**src/rtl/ptw_pkg.sv**
```systemverilog
package ptw_pkg;
  typedef enum logic [2:0] {
    CAUSE_NONE       = 3'd0,
    CAUSE_DIR_ABSENT = 3'd1,
    CAUSE_PTE_ABSENT = 3'd2,
    CAUSE_UNUSED     = 3'd3,
    CAUSE_READ_ONLY  = 3'd4
  } fault_e;

  typedef enum logic [2:0] {
    S_IDLE,
    S_DIR,
    S_PTE,
    S_WB,
    S_DONE
  } walk_e;

  localparam int BIT_PRESENT  = 0;
  localparam int BIT_WRITABLE = 1;
  localparam int BIT_DIRTY    = 6;
  localparam int COMMIT_LO    = 9;
  localparam logic [1:0] COMMIT_UNUSED = 2'b00;
endpackage

```
**src/rtl/pt_addr_gen.sv**
```systemverilog
module pt_addr_gen #(
  parameter int PA_W  = 32,
  parameter int DIR_W = 10,
  parameter int TBL_W = 10,
  parameter int OFF_W = 12
) (
  input  logic [PA_W-1:0]       pd_base,
  input  logic [DIR_W-1:0]      dir_idx,
  input  logic [TBL_W-1:0]      tbl_idx,
  input  logic [PA_W-OFF_W-1:0] tbl_frame,
  output logic [PA_W-1:0]       dir_addr,
  output logic [PA_W-1:0]       pte_addr
);
  localparam int WORD_SHIFT = 2;

  logic [PA_W-1:0] dir_off, tbl_off, tbl_base;

  always_comb begin
    dir_off  = PA_W'(dir_idx) << WORD_SHIFT;
    tbl_off  = PA_W'(tbl_idx) << WORD_SHIFT;
    tbl_base = {tbl_frame, {OFF_W{1'b0}}};
    dir_addr = pd_base + dir_off;
    pte_addr = tbl_base + tbl_off;
  end
endmodule

```
**src/rtl/pt_pte_check.sv**
```systemverilog
module pt_pte_check
  import ptw_pkg::*;
#(
  parameter int ENT_W = 32
) (
  input  logic [ENT_W-1:0] pte,
  input  logic             dir_writable,
  input  logic             is_write,
  output fault_e           cause
);
  always_comb begin
    if (pte[COMMIT_LO +: 2] == COMMIT_UNUSED) begin
      cause = CAUSE_UNUSED;
    end else if (!pte[BIT_PRESENT]) begin
      cause = CAUSE_PTE_ABSENT;
    end else if (is_write && !(dir_writable && pte[BIT_WRITABLE])) begin
      cause = CAUSE_READ_ONLY;
    end else begin
      cause = CAUSE_NONE;
    end
  end
endmodule

```
**src/rtl/pt_walker.sv**
```systemverilog
module pt_walker
  import ptw_pkg::*;
#(
  parameter int VA_W  = 32,
  parameter int PA_W  = 32,
  parameter int DIR_W = 10,
  parameter int TBL_W = 10,
  parameter int OFF_W = 12
) (
  input  logic            clk,
  input  logic            rst_n,
  input  logic [PA_W-1:0] pd_base,
  input  logic            req_valid,
  input  logic [VA_W-1:0] req_vaddr,
  input  logic            req_write,
  output logic            req_ready,
  output logic            mem_req,
  output logic            mem_we,
  output logic [PA_W-1:0] mem_addr,
  output logic [PA_W-1:0] mem_wdata,
  input  logic            mem_ack,
  input  logic [PA_W-1:0] mem_rdata,
  output logic            done,
  output logic [PA_W-1:0] rsp_paddr,
  output logic [2:0]      rsp_cause
);
  localparam int FRAME_W = PA_W - OFF_W;
  localparam int DIR_LO  = OFF_W + TBL_W;

  walk_e               state_q, state_d;
  logic [VA_W-1:0]     vaddr_q;
  logic                write_q;
  logic [FRAME_W-1:0]  dframe_q;
  logic                dwr_q;
  logic [PA_W-1:0]     pte_q;
  logic [PA_W-1:0]     paddr_q, paddr_d;
  fault_e              cause_q, cause_d;
  logic                take_req, take_dir, take_pte, take_res;
  logic [PA_W-1:0]     dir_addr, pte_addr;
  fault_e              pte_cause;

  pt_addr_gen #(
    .PA_W(PA_W), .DIR_W(DIR_W), .TBL_W(TBL_W), .OFF_W(OFF_W)
  ) i_addr (
    .pd_base  (pd_base),
    .dir_idx  (vaddr_q[VA_W-1:DIR_LO]),
    .tbl_idx  (vaddr_q[DIR_LO-1:OFF_W]),
    .tbl_frame(dframe_q),
    .dir_addr (dir_addr),
    .pte_addr (pte_addr)
  );

  pt_pte_check #(.ENT_W(PA_W)) i_check (
    .pte         (mem_rdata),
    .dir_writable(dwr_q),
    .is_write    (write_q),
    .cause       (pte_cause)
  );

  // next-state and result logic
  always_comb begin
    state_d  = state_q;
    take_req = 1'b0;
    take_dir = 1'b0;
    take_pte = 1'b0;
    take_res = 1'b0;
    cause_d  = cause_q;
    paddr_d  = paddr_q;
    unique case (state_q)
      S_IDLE: begin
        if (req_valid) begin
          take_req = 1'b1;
          state_d  = S_DIR;
        end
      end
      S_DIR: begin
        if (mem_ack) begin
          if (!mem_rdata[BIT_PRESENT]) begin
            take_res = 1'b1;
            cause_d  = CAUSE_DIR_ABSENT;
            paddr_d  = '0;
            state_d  = S_DONE;
          end else begin
            take_dir = 1'b1;
            state_d  = S_PTE;
          end
        end
      end
      S_PTE: begin
        if (mem_ack) begin
          take_pte = 1'b1;
          take_res = 1'b1;
          cause_d  = pte_cause;
          paddr_d  = (pte_cause == CAUSE_NONE) ?
                     {mem_rdata[PA_W-1:OFF_W], vaddr_q[OFF_W-1:0]} : '0;
          if (pte_cause == CAUSE_NONE && write_q && !mem_rdata[BIT_DIRTY])
            state_d = S_WB;
          else
            state_d = S_DONE;
        end
      end
      S_WB: begin
        if (mem_ack) state_d = S_DONE;
      end
      S_DONE: state_d = S_IDLE;
      default: state_d = S_IDLE;
    endcase
  end

  // registers
  always_ff @(posedge clk or negedge rst_n) begin
    if (!rst_n) begin
      state_q  <= S_IDLE;
      vaddr_q  <= '0;
      write_q  <= 1'b0;
      dframe_q <= '0;
      dwr_q    <= 1'b0;
      pte_q    <= '0;
      paddr_q  <= '0;
      cause_q  <= CAUSE_NONE;
    end else begin
      state_q <= state_d;
      if (take_req) begin
        vaddr_q <= req_vaddr;
        write_q <= req_write;
      end
      if (take_dir) begin
        dframe_q <= mem_rdata[PA_W-1:OFF_W];
        dwr_q    <= mem_rdata[BIT_WRITABLE];
      end
      if (take_pte) pte_q <= mem_rdata;
      if (take_res) begin
        paddr_q <= paddr_d;
        cause_q <= cause_d;
      end
    end
  end

  always_comb begin
    req_ready = (state_q == S_IDLE);
    mem_req   = (state_q == S_DIR) || (state_q == S_PTE) || (state_q == S_WB);
    mem_we    = (state_q == S_WB);
    mem_addr  = (state_q == S_DIR) ? dir_addr : pte_addr;
    mem_wdata = pte_q | (PA_W'(1) << BIT_DIRTY);
    done      = (state_q == S_DONE);
    rsp_paddr = paddr_q;
    rsp_cause = cause_q;
  end
endmodule

```
**config.mk**
```make
export PLATFORM = sky130hd
export DESIGN_NAME = pt_walker
export DESIGN_NICKNAME = d
export VERILOG_FILES = /design/src/rtl/ptw_pkg.sv /design/src/rtl/pt_addr_gen.sv /design/src/rtl/pt_pte_check.sv /design/src/rtl/pt_walker.sv
export SDC_FILE = /design/constraint.sdc
export NUM_CORES = 1
export LEC_CHECK = 0
export ABC_AREA = 1
export BUFFER_PORTS_ARGS = -buffer_cell sky130_fd_sc_hd__buf_2
export CAP_MARGIN = 20
export CORE_ASPECT_RATIO = 0.6
export CORE_MARGIN = 4
export CORE_UTILIZATION = 42
export CTS_CLUSTER_SIZE = 16
export DETAILED_ROUTE_END_ITERATION = 12
export GPL_ROUTABILITY_DRIVEN = 0
export MAX_ROUTING_LAYER = met4
export PLACE_DENSITY = 0.7
export SETUP_SLACK_MARGIN = 0.1
export SYNTH_ARGS = -nofsm -noshare
export SYNTH_HDL_FRONTEND = slang
export SYNTH_HIERARCHICAL = 1
export SYNTH_SLANG_ARGS = --single-unit
```
**constraint.sdc**
```tcl
create_clock -name clk -period 1.96 [get_ports clk]
set_input_delay 0.196 -clock clk [delete_from_list [all_inputs] [get_ports clk]]
set_output_delay 0.196 -clock clk [all_outputs]
set_load 0.02 [all_outputs]
```
==> results of run 1 <==
power by group through the flow:
stage	Combinational, mW	Clock [mW]	Sequential (mW)
floorplan	4.38	0	4.71
global placement	7.22	0	4.26
detailed placement	7.33	0	4.26
CTS	8.91	3.21	4.28
global route	10.6	3.36	4.43
finish	9.82	3.17	4.30
routing by layer:
metal / track usage / wire length [um] / vias to the layer above
met5: - / 0 / -
met4: 0.0700 / 329 / 0
met3: 0.0511 / 1830 / 29
met2: 0.345 / 9820 / 339
met1: 0.345 / 10300 / 3295
li1: - / - / 3358
through the flow:
stage	TNS (ns)	worst slack (ns)	utilization	std cells
2_1_floorplan	0	0.100	-	942
3_3_place_gp	-0.903	-0.0984	0.517	1315
3_5_place_dp	-2.05	-0.150	0.517	1315
4_1_cts	-11.00	-0.504	0.600	1363
5_1_grt	-14.51	-0.607	0.626	1373
6_report	-11.49	-0.496	0.626	1373
cell type report:
type / count / share of cell area
Multi-Input combinational cell: 667 / 0.381
Clock inverter: 12 / 0.0142
Inverter: 79 / 0.0309
Clock buffer: 20 / 0.0466
Antenna cell: 2 / 0.000511
Sequential cell: 123 / 0.315
Timing Repair Buffer: 267 / 0.186
Tap cell: 203 / 0.0259
worst register-to-register path, stage by stage, from the launching register on:
cell and delay, ns:
dfrtp_2 0.44, buf_4 0.16, nor2_2 0.16, inv_2 0.07
nor2_4 0.16, buf_4 0.16, nand2_1 0.06, buf_4 0.22
nand2_1 0.09, nand2_1 0.06
cells in the final DEF (no fill, tap or decap), types with 10 or more instances in the layout:
master	instances
buf_4	46
inv_2	14
nor2_1	22
inv_1	63
nor2_2	11
o21ai_0	42
buf_2	169
o21ai_1	23
dfrtp_1	121
nand3_1	93
nand2_4	11
buf_6	40
nand2_1	319
ha_4	10
clkbuf_16	17
nand2_2	63
registers in the layout, indices dropped and copies added, names as in the netlist:
signal,flops
pte_q,31
write_q,1
vaddr_q,32
dwr_q,1
rsp_cause,3
rsp_paddr,32
dframe_q,20
state_q,3
kinds of logic (layout without fill, tap and decap cells):
logic type	after synthesis	count (layout)	share of synthesized area
simple gates	569	569	0.354
buf+inv	152	378	0.104
flops	123	123	0.450
compound gates	72	72	0.0545
xor+xnor	12	12	0.0154
fa+ha+maj	11	11	0.0212
other cells	2	5	0.00110
timing repair:
item,CTS,global route
pin swaps,57,62
hold buffers,7,0
cloned,1,0
resized for setup,136,98
setup endpoints to repair,33,44
setup buffers,8,9
hold endpoints to repair,35,0
path summary, 6_finish.rpt:
| kind | to | cells after the start |
|---|---|---|
| min | pte_q[5]$_DFFE_PN0N_ | 3 |
| max | mem_addr[24] | 14 |
| min reg2reg | pte_q[12]$_DFFE_PN0N_ | 2 |
| max in group asynchronous | rsp_paddr[27]$_DFFE_PN0P_ | 3 |
| max reg2reg | vaddr_q[24]$_DFFE_PN0P_ | 9 |
| min in group asynchronous | vaddr_q[24]$_DFFE_PN0P_ | 2 |
==> reports/metrics.yaml, run 1 <==
status:
  status: "complete, but fails checks"
  violations: "negative setup slack"
global_routing:
  grt_pass1_wl_um: 34700
  overflow: 0
  antenna_found_initial: 2
  grt_max_degree: 65
  track_usage: 0.240
  grt_pass1_vias: 6698
yosys:
  ys_types: 33
  syn-cell-area_um2: 6840
  netlist_top_cells_count: "nand2_1, dfrtp_1, nand3_1"
  synth_most_common_cell: "nand2_1"
  yosys.area.top_type: "dfrtp_1"
  synth_edf_count: 0
  synth_area_leaders: "dfrtp_1, nand2_1, nand3_1"
  synth_top_area_share: 0.450
  async_flop_share: 1.00
  ys.warnings.count: 6
  yosys_register_bits: 123
  synth_area_per_cell_um2: 7.27
  syn-instance-count: 941
  ys_seq_area_frac: 0.450
  ys.flop_type: "dfrtp_1"
critical_path:
  r2r_slack_ns: 0.27
  crit_arrival_ns: 2.26
  critical_path.top_delay_family: "simple AND/OR/NAND/NOR gates"
  critPathKind: "flip-flop to output pin"
  slowest_delay_ns: 0.39
  worstPathMaxFanout: 4
  worstSetupStartpointType: "flip-flop"
  crit_start: "vaddr_q[22]$_DFFE_PN0P_"
  crit_path_cell_trace: "ha_4 -> inv_2 -> fa_2 -> inv_2 -> nand3_2 -> nand3_4 -> nand2_2 -> nand2_4 -> nand3b_1 -> nand3_2 -> nand2_1 -> nand2_1 -> nand2_2 -> buf_6"
  worstPathBufferInverterCount: 3
  timing.rr.start: "state_q[1]$_DFFE_PN0P_"
  crit_path_end_kind: "output pin"
  slowest_stage: "dfrtp_1"
  required_ns: 1.76
timing:
  min_period_over_period: 1.25
  hold_viol_final: 0
  finalSetupViolations: 29
  skew_ns: 0.0103
  fin_crit_ns: 2.46
  max_slew_margin: 0.630
  fmax_ghz: 0.407
  worst_slack_ns: -0.496
  holdWs_ns: 0.0118
  tightest_slew_ns: 0.555
  slew_viol_final: 0
  rsz0062_at_grt: "true"
layout:
  multi_input_area_um2: 3730
  drive_above_1_share: 0.380
  areaGrowthSynthToFinish_pct: 43.2
  register_area_um2: 3080
  n_fill_cell: 1343
  nNetsFinal: 1267
  fin_area_um2: 9790
route:
  wl_per_cell_um: 16.2
  num_vias: 7021
  wl_um: 22300
  drc: 0
  drtAntennaViolNets: 0
  drt_iter0_drc: 824
  drt_first_pass_iters: 6
  viasPerCell: 5.11
power_and_ir_drop:
  clkPwrFrac: 0.183
  p_seq_frac: 0.249
  switchingPower_mw: 7.66
  internal_power_mw: 9.63
  pwr-share-comb: 0.568
  ir_drop_mv: 0.812
  p_total_mw: 17.3
  pwr_density_cell_nw_per_um2: 1770
  switching_share: 0.443
  p_leak_nw: 5.33
clocking:
  clockBufferDepth: 2
  clk_latency_ns: 0.40
  htree_levels: 4
  cts_tree: "built"
  cts_inserted_buffers: 17
  path_clk_slew_ns: 0.06
  cts_root_buf: "clkbuf_16"
  clock_sinks: 123
min_path:
  hp-class: "input pin to flip-flop"
  min-delay-start: "mem_rdata[5]"
place:
  portBuffers: 202
  place_area_um2: 8080
  hpwl_um: 15400
run:
  cap_violations: 0
floorplanning:
  core_um2: 15600
  die_h_um: 107
  io_pins: 204
  dieArea_um2: 18400
  dieWidth_um: 173
  rows: 35
  start_util: 0.437
Note: power is estimated with default switching activity, not from simulation.
==> inputs of run 2 (changes only) <==
Settings changed: TNS_END_PERCENT set to 10.
==> run 2 against run 1 <==
  * The run still ends with negative setup slack left
  * Power decreased by 9.0%
  * Clock skew up 0.0025 ns
  * Sequential share of layout area grew 2.0 points
  * First-iteration DRC count is 17% lower
  * Flip-flop and latch count unchanged
  * Clock-buffer cell count did not move
  * Sequential power hardly changed
  * Register-to-register slack barely moved
  * Routed wire length down 5.9%
  * Final area decreased by 6.2%
  * Utilization shrank 3.9 points
  * Clock power about the same
==> reports/metrics.yaml, run 2 (same netlist as run 1, synthesis figures left out) <==
status:
  status: "complete, but fails checks"
  violations: "negative setup slack"
route:
  dr_wl_met2_um: 8990
  drt_iter0_drc: 685
  wl_met3_um: 1730
  wl_per_cell_um: 15.4
  num_vias: 6828
  drt_first_pass_iters: 8
  viasPerCell: 5.02
  drtAntennaViolNets: 0
  wl_um: 21000
  top_layer: "met4"
  wl_met1_um: 10000
  drc: 0
clocking:
  cts_inserted_buffers: 17
  cts_tree: "built"
  path_clk_slew_ns: 0.06
  cts_root_buf: "clkbuf_16"
  clk_latency_ns: 0.41
  clock_sinks: 123
  clockBufferDepth: 2
  htree_levels: 4
power_and_ir_drop:
  p_leak_nw: 5.16
  ir_drop_mv: 0.814
  pwr_density_cell_nw_per_um2: 1710
critical_path:
  crit_end: "mem_addr[24]"
  crit_path_end_kind: "output pin"
  worstSetupStartpointType: "flip-flop"
  timing.rr.start: "dwr_q$_DFFE_PN0P_"
  r2r-end: "rsp_paddr[14]$_DFFE_PN0P_"
  rr_worst_depth: 9
  crit_start: "vaddr_q[22]$_DFFE_PN0P_"
  crit_path_cell_trace: "ha_2 -> inv_2 -> fa_2 -> inv_2 -> nand3_2 -> nand3_4 -> nand2_2 -> nand2_4 -> nand3b_1 -> nand3_2 -> nand2_1 -> nand2_1 -> nand2_2 -> buf_6"
  slowest_stage: "dfrtp_1"
  r2r_slack_ns: 0.28
  worstPathMaxFanout: 4
  critPathKind: "flip-flop to output pin"
  required_ns: 1.76
  crit_arrival_ns: 2.26
  slowest_delay_ns: 0.35
global_routing:
  track_usage: 0.233
  grt_pass1_wl_um: 33600
  grt_max_degree: 65
  overflow: 0
  antenna_found_initial: 3
  grt_pass1_vias: 6505
floorplanning:
  die_h_um: 107
  start_util: 0.437
  dieArea_um2: 18400
  rows: 35
  core_um2: 15600
  dieWidth_um: 173
  io_pins: 204
layout:
  final_cell_mix: "nand2_1, buf_2, dfrtp_1"
  n_fill_cell: 1430
  layout_commonest_cell: "nand2_1"
  nNetsFinal: 1253
  finalNonFillerCells: 1360
  areaGrowthSynthToFinish_pct: 34.4
  drive_above_1_share: 0.304
  multi_input_area_um2: 3380
  register_area_um2: 3080
min_path:
  min_path_cells: 3
  hp-class: "input pin to flip-flop"
timing:
  skew_ns: 0.0128
  rsz0062_at_grt: "true"
  fmax_ghz: 0.407
  slew_viol_final: 0
  min_period_over_period: 1.25
  tightest_slew_ns: 0.554
  worst_slack_ns: -0.495
  max_slew_margin: 0.631
  finalSetupViolations: 29
  hold_viol_final: 0
  fin_crit_ns: 2.45
place:
  portBuffers: 202
  pre_cts_ws_ns: -0.150
  hpwl_um: 15400
  place_inst: 1315
run:
  cap_violations: 0
## run 2: critical path: cells and delay by family (launching register included)
family | cells | cell delay (ns)
flip-flops | 1 | 0.35
buffers and inverters | 3 | 0.25
AND/OR/NAND/NOR | 9 | 0.72
adder cells (fa/ha/maj) | 2 | 0.54
## run 2: what timing repair did
action | in CTS | in global routing
buffers inserted | 2 | 1
pin swaps | 18 | 13
hold buffers | 7 | 0
endpoints found under the setup margin | 33 | 44
endpoints found under the hold margin | 35 | 0
resized for setup | 66 | 28
## run 2: worst min path at each step
| stage | slack, ns | start | to |
|---|---|---|---|
| global placement | 0.20 | rst_n | dframe_q[5]$_DFFE_PN0P_ |
| floorplan | -0.1 | rst_n | dframe_q[0]$_DFFE_PN0P_ |
| finish | 0.009 | mem_rdata[5] | pte_q[5]$_DFFE_PN0N_ |
| global route | 0.01 | req_vaddr[7] | vaddr_q[7]$_DFFE_PN0P_ |
| detailed placement | 0.20 | rst_n | dframe_q[5]$_DFFE_PN0P_ |
| CTS | 0.003 | mem_rdata[5] | pte_q[5]$_DFFE_PN0N_ |
## run 2: area by class of cell
| class | count | area share |
|---|---|---|
| clock buffer | 20 | 0.0497 |
| tap | 203 | 0.0276 |
| inverter | 79 | 0.0323 |
| clock inverter | 12 | 0.0151 |
| multi-input combinational | 667 | 0.368 |
| antenna | 3 | 0.000817 |
| timing repair buffer | 253 | 0.171 |
| sequential | 123 | 0.335 |
## run 2: report_power, final
part           leakage [nW]  switching [mW]  internal (mW)
Sequential             1.58           0.704           3.59
Clock                 0.279            1.22           1.95
Combinational          3.30            5.07           3.20
Total                  5.16            6.99           8.75
## run 2: layer usage
metal	GRT usage	vias to the layer above
met4	0.0643	0
met2	0.329	297
met1	0.338	3183
met3	0.0518	17
li1	-	3331
met5	-	-
## run 2: per-stage QoR
stage | setup TNS (ns) | util | instance area [um^2] | power, mW | hold WS, ns
2_1_floorplan | 0 | - | 6860 | 9.08 | -0.0996
3_3_place_gp | -0.903 | 0.517 | 8080 | 11.5 | 0.198
3_5_place_dp | -2.05 | 0.517 | 8080 | 11.6 | 0.198
4_1_cts | -11.76 | 0.579 | 9060 | 15.5 | 0.00252
5_1_grt | -15.56 | 0.588 | 9190 | 16.8 | 0.0141
6_report | -11.43 | 0.588 | 9190 | 15.7 | 0.00930
